--- src/rtl/fp_csr.sv ---
module fp_csr (
  input  logic        clk,
  input  logic        rst_n,
  input  logic        sw_wr_en,
  input  logic [31:0] sw_wr_data,
  output logic [31:0] sw_rd_data,
  input  logic        cc_set_en,
  input  logic        cc_clr_en,
  input  logic [2:0]  cc_idx,
  input  logic        exc_valid,
  input  logic [5:0]  exc_vec,
  output logic [7:0]  cc_vec,
  output logic [1:0]  round_mode,
  output logic        flush_zero,
  output logic        trap_req
);
  localparam logic [31:0] IMPL_MASK = 32'hFF83_FFFF;
  localparam int CC0_BIT   = 23;
  localparam int CCHI_BASE = 24;
  localparam int FZ_BIT    = 24;
  localparam int CAUSE_LO  = 12;
  localparam int ENA_LO    = 7;
  localparam int FLAG_LO   = 2;

  logic [31:0] csr_q, csr_nxt;
  logic [4:0]  cc_pos;
  logic [5:0]  cause;
  logic [4:0]  enables;

  assign cc_pos = (cc_idx == 3'd0) ? 5'(CC0_BIT) : 5'(CCHI_BASE) + {2'b00, cc_idx};

  always_comb begin
    csr_nxt = csr_q;
    if (cc_set_en)
      csr_nxt[cc_pos] = 1'b1;
    else if (cc_clr_en)
      csr_nxt[cc_pos] = 1'b0;
    if (exc_valid) begin
      csr_nxt[CAUSE_LO +: 6] = exc_vec;
      csr_nxt[FLAG_LO +: 5]  = csr_q[FLAG_LO +: 5] | exc_vec[4:0];
    end
  end

  always_ff @(posedge clk) begin
    if (!rst_n)
      csr_q <= '0;
    else if (sw_wr_en)
      csr_q <= sw_wr_data & IMPL_MASK;
    else
      csr_q <= csr_nxt;
  end

  assign cause      = csr_q[CAUSE_LO +: 6];
  assign enables    = csr_q[ENA_LO +: 5];
  assign sw_rd_data = csr_q;
  assign cc_vec     = {csr_q[31:25], csr_q[CC0_BIT]};
  assign round_mode = csr_q[1:0];
  assign flush_zero = csr_q[FZ_BIT];
  assign trap_req   = cause[5] | (|(cause[4:0] & enables));
endmodule


--- config.mk ---
export PLATFORM = sky130hd
export DESIGN_NAME = fp_csr
export DESIGN_NICKNAME = d
export VERILOG_FILES = /design/src/rtl/fp_csr.sv
export SDC_FILE = /design/constraint.sdc
export NUM_CORES = 1
export LEC_CHECK = 0
export BUFFER_PORTS_ARGS = -buffer_cell sky130_fd_sc_hd__buf_4
export CORE_MARGIN = 2
export CORE_UTILIZATION = 35
export CTS_BUF_LIST = sky130_fd_sc_hd__clkbuf_4
export CTS_CLUSTER_SIZE = 14
export DETAILED_ROUTE_END_ITERATION = 6
export GPL_ROUTABILITY_DRIVEN = 0
export PLACE_DENSITY = 0.66
export RECOVER_POWER = 50
export SYNTH_ARGS = -nofsm -noshare
export SYNTH_HDL_FRONTEND = slang
export SYNTH_SLANG_ARGS = --single-unit
export TNS_END_PERCENT = 100
--- constraint.sdc ---
create_clock -name clk -period 0.9 [get_ports clk]
set_clock_uncertainty 0.1 [all_clocks]
set_input_delay 0.18 -clock clk [delete_from_list [all_inputs] [get_ports clk]]
set_output_delay 0.18 -clock clk [all_outputs]
set_load 0.05 [all_outputs]
Word level (Yosys, flattened, before mapping)
Cells that the tools add are included.

storage, ports and cells
  output and inout bits = 44
  logic and storage cells = 28
  input bits = 47
  bits in registers = 32

cells by class
  reductions and logical operators = 7
  order comparisons = 2
  bitwise gates (word level) = 7
  muxes and demuxes = 8
  add/subtract/negate cells = 1

operator list
  operator               count
  $mux W32               3
  $and A32 B32 Y32       1
  $not A32 Y32           1
  $or A32 B32 Y32        1
  $mux W5                2
  $lt A5 B6 Y1 const B   1
  $mux W6                1
  $add A4 B4 Y5 const A  1
  $and A5 B5 Y5          1
  $demux W1 S5           1
  $ge A5 B1 Y1 const B   1
  $or A5 B5 Y5           1
  $reduce_or A5 Y1       1
  $reduce_bool A4 Y1     1
  $logic_not A3 Y1       1
  $reduce_bool A3 Y1     1
  $reduce_bool A2 Y1     1
  $reduce_or A2 Y1       1
  $logic_and A1 B1 Y1    1
  $mux W1                1
  $not A1 Y1             1
  $or A1 B1 Y1           1

Logic depth before layout (Yosys ltp)
Gate-level depths: netlist of the first run.

  depth in word-level cells = 12
  mapped depth = 5
  gate-level depth less buffers = 3

Worst setup path before layout of the first run
OpenSTA, ideal clock, no wires.

  kind = register to output
  start = reg csr_q[10] (netlist: sw_rd_data[10])
  end = out trap_req
  path slack = -0.604 ns
  stages on the path, launching flop included = 3
  data arrival time = 1.224 ns
  required time = 0.620 ns
  path buffers = 0
  cells stage by stage = dfxtp_1 > a22oi_1 > nand3_1

on the way
  word-level cells in the longest chain between the ends = 3

RTL lines
  what                      RTL line  RTL
  start: declaration        25        logic [31:0] csr_q, csr_nxt;
  start signal: assignment  48        csr_q <= sw_wr_data & IMPL_MASK;
  start signal: assignment  50        csr_q <= csr_nxt;
  $and A5 B5 Y5             59        assign trap_req = cause[5] | (|(cause[4:0] & enables));
  $reduce_or A5 Y1          59
  $or A1 B1 Y1              59
  end: declaration          15        output logic trap_req

Every way passes these cells.

Worst setup path after layout of the first run
  start = reg csr_q[7] (netlist: sw_rd_data[7])
  end = out trap_req

The elaborated chain is that of the path after synthesis.

==> summary by stage, run 1 <==
Placed design
After detailed placement, the total cell area comes to 2360 um2. Detailed placement finished with a half-perimeter wire length of 3280 um. Buffers placed on the I/O ports in this run total 85.

Clocking
The clock reaches the later pin of the worst-skew pair after 0.33 ns. The tree built by TritonCTS fans out to 32 sinks. The number of buffers inserted by hold repair at cts is 3.

The number of buffers added by the clock tree synthesis step is 5. The clock tree from TritonCTS is built. The cell chosen for the clock root is sky130_fd_sc_hd__clkbuf_4. Clock-pin slew was measured on the worst setup and hold paths at 0.09 ns.

The number of buffers on the longest clock path is 2. In this run the number of H-tree levels came out at 2.

Timing
Setup repair after global routing could not meet its margin everywhere. The max-slew violation total from the final report is 0. At the pin with the least slew margin, the transition time is 0.408 ns. Subtracting the final worst setup slack from the clock period gives 1.43 ns. The sum of negative setup slack is -11.96 ns.

After layout, the worst path uses 159% of the clock period. Setup violations remaining at the end of the flow were counted as 52. For this run, the top clock speed supported by timing is 701 MHz. Across all setup checks in the final design, the least slack found is -0.527 ns. The total count of hold-check failures in the final report is 2. Hold timing on the final database bottoms out at a slack of -0.00845 ns. The headroom to the max-slew limit is 72.8%.

Synthesis
In this run the mean area of a mapped cell was 9.61 um2. The number of storage elements in the synthesis netlist is 32. The number of distinct library cells after synthesis is 33. Summing every instance area after synthesis gives 1480 um2. The number of synthesis warnings is 0. The net count after synthesis is 201. Summing the sequential cell areas from Yosys gives 43.3% of the chip area. The count of mapped cells out of synthesis is 154.

Pwr
The total leakage power is 0.00131 uW. The clock network accounts for 21.2% of the total power. The total power consumption of the routed design is 3910 uW. In this run the power density over the cells is 1350 nW/um2. The net switching power is 1330 uW. Per report_power, the sequential group accounts for 40.7% of the total. The switching share of power is 34.0%.

The internal power component is 2580 uW. The combinational fraction of design power is 38.1%. The worst-case vdd ir drop is 0.808 mV.

Die
The number of primary I/O pins is 91. The vertical extent of the die is 69.0 um. The effective utilization at floorplan is 36.7%. The die covers 4770 um2. The overall die width is 69.0 um.

The floorplan has 23 rows. The area of the core is 4030 um2.

Layout
The final design area excluding fillers is 2910 um2. The antenna cell count is 0. The final layout contains 305 nets.

The post-route netlist has 66.8% of its cells at a drive strength greater than 1. The area overhead of the layout relative to synthesis is 96.4%.

Route
The initial detailed-routing violation count is 44. The wire length per cell after detailed routing is 14.7 um. The per-cell via count in the routed design is 4.96. Detailed routing inserted a total of 1534 vias. The detailed-route DRC error count is 0. After detailed routing, the total wire length is 4540 um. The detail route stage leaves a number of antenna-violating nets equal to 0. The detailed-router iteration count before antenna repair is 5.

Worst hold path
The classification of the worst-slack hold path is in -> reg.

Worst setup path
STA classifies the critical path startpoint as a flop. The type of the setup path with the least slack is reg -> out. The maximum fanout along the worst path is 2. The critical path required time is 0.62 ns. The arrival time at the worst endpoint is 1.15 ns. The worst setup path is captured at a primary output.

Outcome
The checks that failed: hold timing, setup timing. The run finished, with violations left.

Global routing
The number of antenna violations at the first check in global routing was 0. The total grt overflow is 0. In the global route stage, overall resource usage came out at 19.7%. The largest net degree at the start of global routing is 23.

The first global-routing pass estimated 7560 um of wire. The via count of the first global-routing pass was 1574.

Flow run
The number of violations of the max-capacitance limit is 0.
worst paths after layout:
check | start | to | slack [ns] | cells after the start
worst min register to register | flop | flop | 0.40 | 1
worst min-delay path | sw_wr_data[17] | sw_rd_data[17]$_SDFFE_PN0P_ | -0.008 | 2
worst max-delay path | sw_rd_data[7]$_SDFFE_PN0P_ | trap_req | -0.53 | 3
worst max register to register | flop | flop | -0.12 | 3
per-layer routing:
metal	part of all wire (%)	routed length (um)	global-route usage (%)	up-vias
li1	-	-	-	748
met3	6.3	284	6.58	6
met1	38	1720	21.2	718
met2	55	2480	36.0	62
met4	1.3	57	5.88	0
met5	0	0	0	-
cell usage after synthesis:
cell,count,area (um2)
sky130_fd_sc_hd__dfxtp_1,32,641
sky130_fd_sc_hd__and2_1,5,31.3
sky130_fd_sc_hd__nand2_1,3,11.3
sky130_fd_sc_hd__o2111a_1,2,22.5
sky130_fd_sc_hd__nand4_1,1,6.26
sky130_fd_sc_hd__o211a_1,1,10.0
sky130_fd_sc_hd__o21a_1,1,7.51
sky130_fd_sc_hd__inv_1,1,3.75
sky130_fd_sc_hd__buf_2,2,10.0
sky130_fd_sc_hd__o22a_1,1,8.76
sky130_fd_sc_hd__inv_4,1,6.26
sky130_fd_sc_hd__o21ai_0,16,80.1
sky130_fd_sc_hd__and3_1,2,12.5
sky130_fd_sc_hd__and2b_2,2,17.5
sky130_fd_sc_hd__nand3_1,3,15.0
sky130_fd_sc_hd__or2_1,1,6.26
sky130_fd_sc_hd__a22oi_1,2,15.0
sky130_fd_sc_hd__nand4b_1,1,8.76
sky130_fd_sc_hd__nor2b_1,10,62.6
sky130_fd_sc_hd__nor2b_2,1,8.76
sky130_fd_sc_hd__nor2_1,2,7.51
sky130_fd_sc_hd__a211oi_1,6,45.0
sky130_fd_sc_hd__a311oi_1,2,17.5
sky130_fd_sc_hd__a21oi_1,17,85.1
sky130_fd_sc_hd__nor3_1,1,5.00
sky130_fd_sc_hd__o21ai_1,1,5.00
sky130_fd_sc_hd__a41oi_1,2,17.5
sky130_fd_sc_hd__and3_4,1,11.3
sky130_fd_sc_hd__buf_6,5,56.3
sky130_fd_sc_hd__buf_4,12,90.1
sky130_fd_sc_hd__clkbuf_1,2,7.51
sky130_fd_sc_hd__o21bai_1,1,7.51
sky130_fd_sc_hd__mux2i_1,14,140
through the flow:
stage / hold WS (ns) / util [%] / setup WS (ns) / std cells
finish: -0.00845 / 72.2 / -0.527 / 309
detailed placement: 0.311 / 58.5 / -0.239 / 293
CTS: -0.0302 / 70.7 / -0.549 / 309
global placement: 0.314 / 58.5 / -0.205 / 293
global route: -0.0225 / 72.2 / -0.588 / 309
floorplan: 0.184 / - / -0.194 / 154
worst max-delay path, cell delays in order, from the launching register on:
cell and delay, ns:
sky130_fd_sc_hd__dfxtp_4 0.36, sky130_fd_sc_hd__a22oi_2 0.22, sky130_fd_sc_hd__nand3_4 0.09, sky130_fd_sc_hd__buf_8 0.16
final cells by class:
class / count / area [um2]
multi-input cells: 99 / 762
clock inverters: 1 / 3.75
clock buffers: 7 / 52.6
inverters: 2 / 10.0
well taps: 50 / 62.6
flip-flops and latches: 32 / 716
repair buffers: 118 / 1300
fillers: 300 / 1120
power by group through the flow:
stage	logic [uW]	registers [uW]	clock network [uW]
after floorplan	498	1900	0
after detailed placement	1210	1590	0
after global placement	1190	1580	0
after global routing	1560	1610	949
after CTS	1450	1590	869
final	1490	1590	828
cell usage in the layout (no fill, tap or decap), drive strengths merged, types with 2 or more instances in the layout:
master	n
a211oi	6
a21oi	17
a22oi	2
a311oi	2
a41oi	2
and2	5
and2b	2
and3	3
buf	115
clkbuf	7
dfxtp	32
dlymetal6s4s	3
inv	2
mux2i	14
nand2	3
nand3	3
nor2	2
nor2b	11
o2111a	2
o21ai	17
timing repair:
item                                   4_1_cts  5_1_grt
gates resized for setup                     97       22
endpoints found under the hold margin        5        2
buffers inserted                             5        6
pin swaps                                    9       13
setup endpoints to repair                   49       57
cell families after synthesis:
kind of cell	count (synthesis)	synth area share [%]
AO/OA/AOI/OAI	52	21.7
flip-flops	32	43.3
buffers and inverters	23	11.8
multiplexers	14	9.47
AND/OR/NAND/NOR	33	13.8
Power figures use the tool's default switching activity.
==> run 2: changes to the inputs <==
--- a/config.mk
+++ b/config.mk
@@ -5,14 +5,13 @@
 export SDC_FILE = /design/constraint.sdc
 export NUM_CORES = 1
 export LEC_CHECK = 0
-export BUFFER_PORTS_ARGS = -buffer_cell sky130_fd_sc_hd__buf_4
+export BUFFER_PORTS_ARGS = -buffer_cell sky130_fd_sc_hd__buf_2
 export CORE_MARGIN = 2
 export CORE_UTILIZATION = 35
 export CTS_BUF_LIST = sky130_fd_sc_hd__clkbuf_4
 export CTS_CLUSTER_SIZE = 14
 export DETAILED_ROUTE_END_ITERATION = 6
-export GPL_ROUTABILITY_DRIVEN = 0
-export PLACE_DENSITY = 0.66
+export PLACE_DENSITY = 0.63
 export RECOVER_POWER = 50
 export SYNTH_ARGS = -nofsm -noshare
 export SYNTH_HDL_FRONTEND = slang
==> constraint.sdc (replaced) <==
create_clock -name clk -period 1.5 [get_ports clk]
set_clock_uncertainty 0.1 [all_clocks]
set_input_delay 0.3 -clock clk [delete_from_list [all_inputs] [get_ports clk]]
set_output_delay 0.3 -clock clk [all_outputs]
set_load 0.05 [all_outputs]
==> summary by stage, run 2 (synthesis gave the netlist of run 1 again) <==
Outcome
The run finished, with violations left. The final reports fail on setup timing.

Global routing
The via count of the first global-routing pass is 1243. Entering global routing, the biggest net connects 23 pins. The first global-routing pass estimated 5980 um of wire. The global routing usage summed across all routing layers is 15.4%. The total grt overflow is 0. The number of antenna violations at the first check in global routing is 0.

Flow run
The number of violations of the max-capacitance limit is 0.

Worst hold path
In this run the worst hold path is classified as in -> reg.

Route
Across all layers, the routed design uses 1388 vias. The post-route met1 wirelength is 1630 um. The highest routed metal layer is met4. The first detailed-routing pass ran for 4 iterations. Detailed routing placed a total of 201 um of wire on met3. In the final routed layout, each cell accounts on average for 13.3 um. The first routing iteration left 68 violations. The aggregate routed wire length is 3720 um. The post-route antenna net violation count is 0.

After detailed routing, the number of remaining DRC violations is 0. The routed design uses 1820 um of met2 wire. The per-cell via count in the routed design is 4.96.

Die
The vertical extent of the die is 69.0 um. The floorplan die area is 4770 um2. The area of the core is 4030 um2. In this run the count of I/O pins placed on the die edge is 91. The placement row count is 23. For this configuration, the core starts out at a cell density of 36.7%. The overall die width is 69.0 um.

Clocking
The clock sink count is 32. The clock passes through at most 2 buffers. The number of buffers inserted by hold repair at cts is 0. The number of levels in the clock H-tree is 2.

In this run, CTS created clock tree buffers numbering 5. After clock tree synthesis, the clock-pin slew on the worst setup and hold paths is 0.11 ns. The number of post-CTS setup repair buffers is 0. The cell chosen for the clock root is sky130_fd_sc_hd__clkbuf_4.

The later pin in the worst-skew pair is clocked with a latency of 0.32 ns. The clock tree from TritonCTS is built.

Worst setup path
Among cell families on the critical path, the largest total delay comes from flip-flops. At the worst endpoint, the arrival time is 1.12 ns. The critical path required time is 1.10 ns. The critical path is of the reg -> out type. The cell with the largest stage delay on the worst path is sky130_fd_sc_hd__dfxtp_2.

The number of buffers and inverters on the critical path is 1. Along the worst path, the maximum fanout reaches 3. The worst setup path is captured at a primary output. The worst setup path is launched from a flop. The maximum cell stage delay along the critical path is 0.34 ns.

Walking the worst path, the cells encountered are a22oi_2 -> nand3_2 -> buf_6.

Placed design
Routability-driven placement finished with a final weighted congestion of 0.805. The number of input and output port buffers inserted is 85. Before CTS, the worst setup slack after placement is 0.154 ns. Detailed placement finished with a half-perimeter wire length of 2710 um.

Pwr
The total leakage power is 0.000948 uW. In this run the power density over the cells is 1050 nW/um2. Across the VDD grid, the largest voltage drop is 0.412 mV.

Layout
The antenna cell count is 0. The share of post-route cells with drive strength above 1 is 46.1%. The number of nets in the final layout is 276. From synthesis to final layout, the design area changed by 29.1%.

In the layout the commonest cells are sky130_fd_sc_hd__buf_2 (77), sky130_fd_sc_hd__dfxtp_1 (27), sky130_fd_sc_hd__o21ai_0 (16), sky130_fd_sc_hd__a21oi_1 (16), sky130_fd_sc_hd__mux2i_1 (14). The library cell used most frequently in the layout, excluding fill and tap cells, is sky130_fd_sc_hd__buf_2.

Timing
Dividing the final minimum period by the clock period gives 102%. The max-slew violation total from the final report came to 0. Hold timing on the final database bottoms out at a slack of 0.0921 ns. The number of setup violations in the final report is 1. The total count of hold-check failures in the final report is 0. Setup repair after global routing could not meet its margin everywhere. The shortest period the worst path allows is 1.52 ns. The minimum setup slack in the final design is -0.0247 ns. The headroom to the max-slew limit is 58.4%. At the pin with the least slew margin, the transition time is 0.623 ns. Static timing analysis puts the maximum clock frequency at 656 MHz.
[run 2: changes by cell type in the layout (fill, tap and decap cells not counted), moves of 10 or more]
cell	change
sky130_fd_sc_hd__dfxtp_2	-10
sky130_fd_sc_hd__buf_6	-16
sky130_fd_sc_hd__buf_8	-41
sky130_fd_sc_hd__dfxtp_4	-15
sky130_fd_sc_hd__dfxtp_1	+25
sky130_fd_sc_hd__buf_2	+77
sky130_fd_sc_hd__buf_4	-52
[run 2: area by class of cell]
type	count	area, um2
multi-input combinational	99	677
clock buffer	6	45.0
fill	409	2120
tap	50	62.6
inverter	2	7.51
timing repair buffer	89	460
sequential	32	647
clock inverter	2	11.3
[run 2: routing by layer]
metal / track usage, % / vias up
met4: 6.32 / 0
met1: 19.4 / 636
li1: - / 703
met2: 24.4 / 42
met3: 4.97 / 7
met5: 0 / -
[run 2: worst paths after layout]
kind                               start                          end  slack [ns]  depth (start not counted)
min                       sw_wr_data[17]  sw_rd_data[17]$_SDFFE_PN0P_        0.09                          2
max reg2reg                         flop                         flop        0.45                          3
max          sw_rd_data[12]$_SDFFE_PN0P_                     trap_req       -0.02                          3
min reg2reg                         flop                         flop        0.37                          1
[run 2: stage by stage]
stage	total power (uW)	utilization (%)	instance area [um2]	std cells	TNS, ns
2_1_floorplan	1400	-	1490	154	0
3_3_place_gp	1520	46.0	1850	272	0
3_5_place_dp	1530	46.0	1850	272	0
4_1_cts	2040	47.9	1930	280	-0.0334
5_1_grt	2120	47.4	1910	280	-0.131
6_report	2010	47.4	1910	280	-0.0247
[run 2: report_power, final]
group	leakage (uW)	switching, uW	internal [uW]
combinational	0.000653	406	168
sequential	0.000266	37.1	903
clock	0.0000293	302	196
total	0.000948	745	1270
[run 2: timing repair]
| action | 4_1_cts | 5_1_grt |
|---|---|---|
| cloned | 0 | 0 |
| endpoints found under the setup margin | 1 | 1 |
| resized for setup | 7 | 3 |
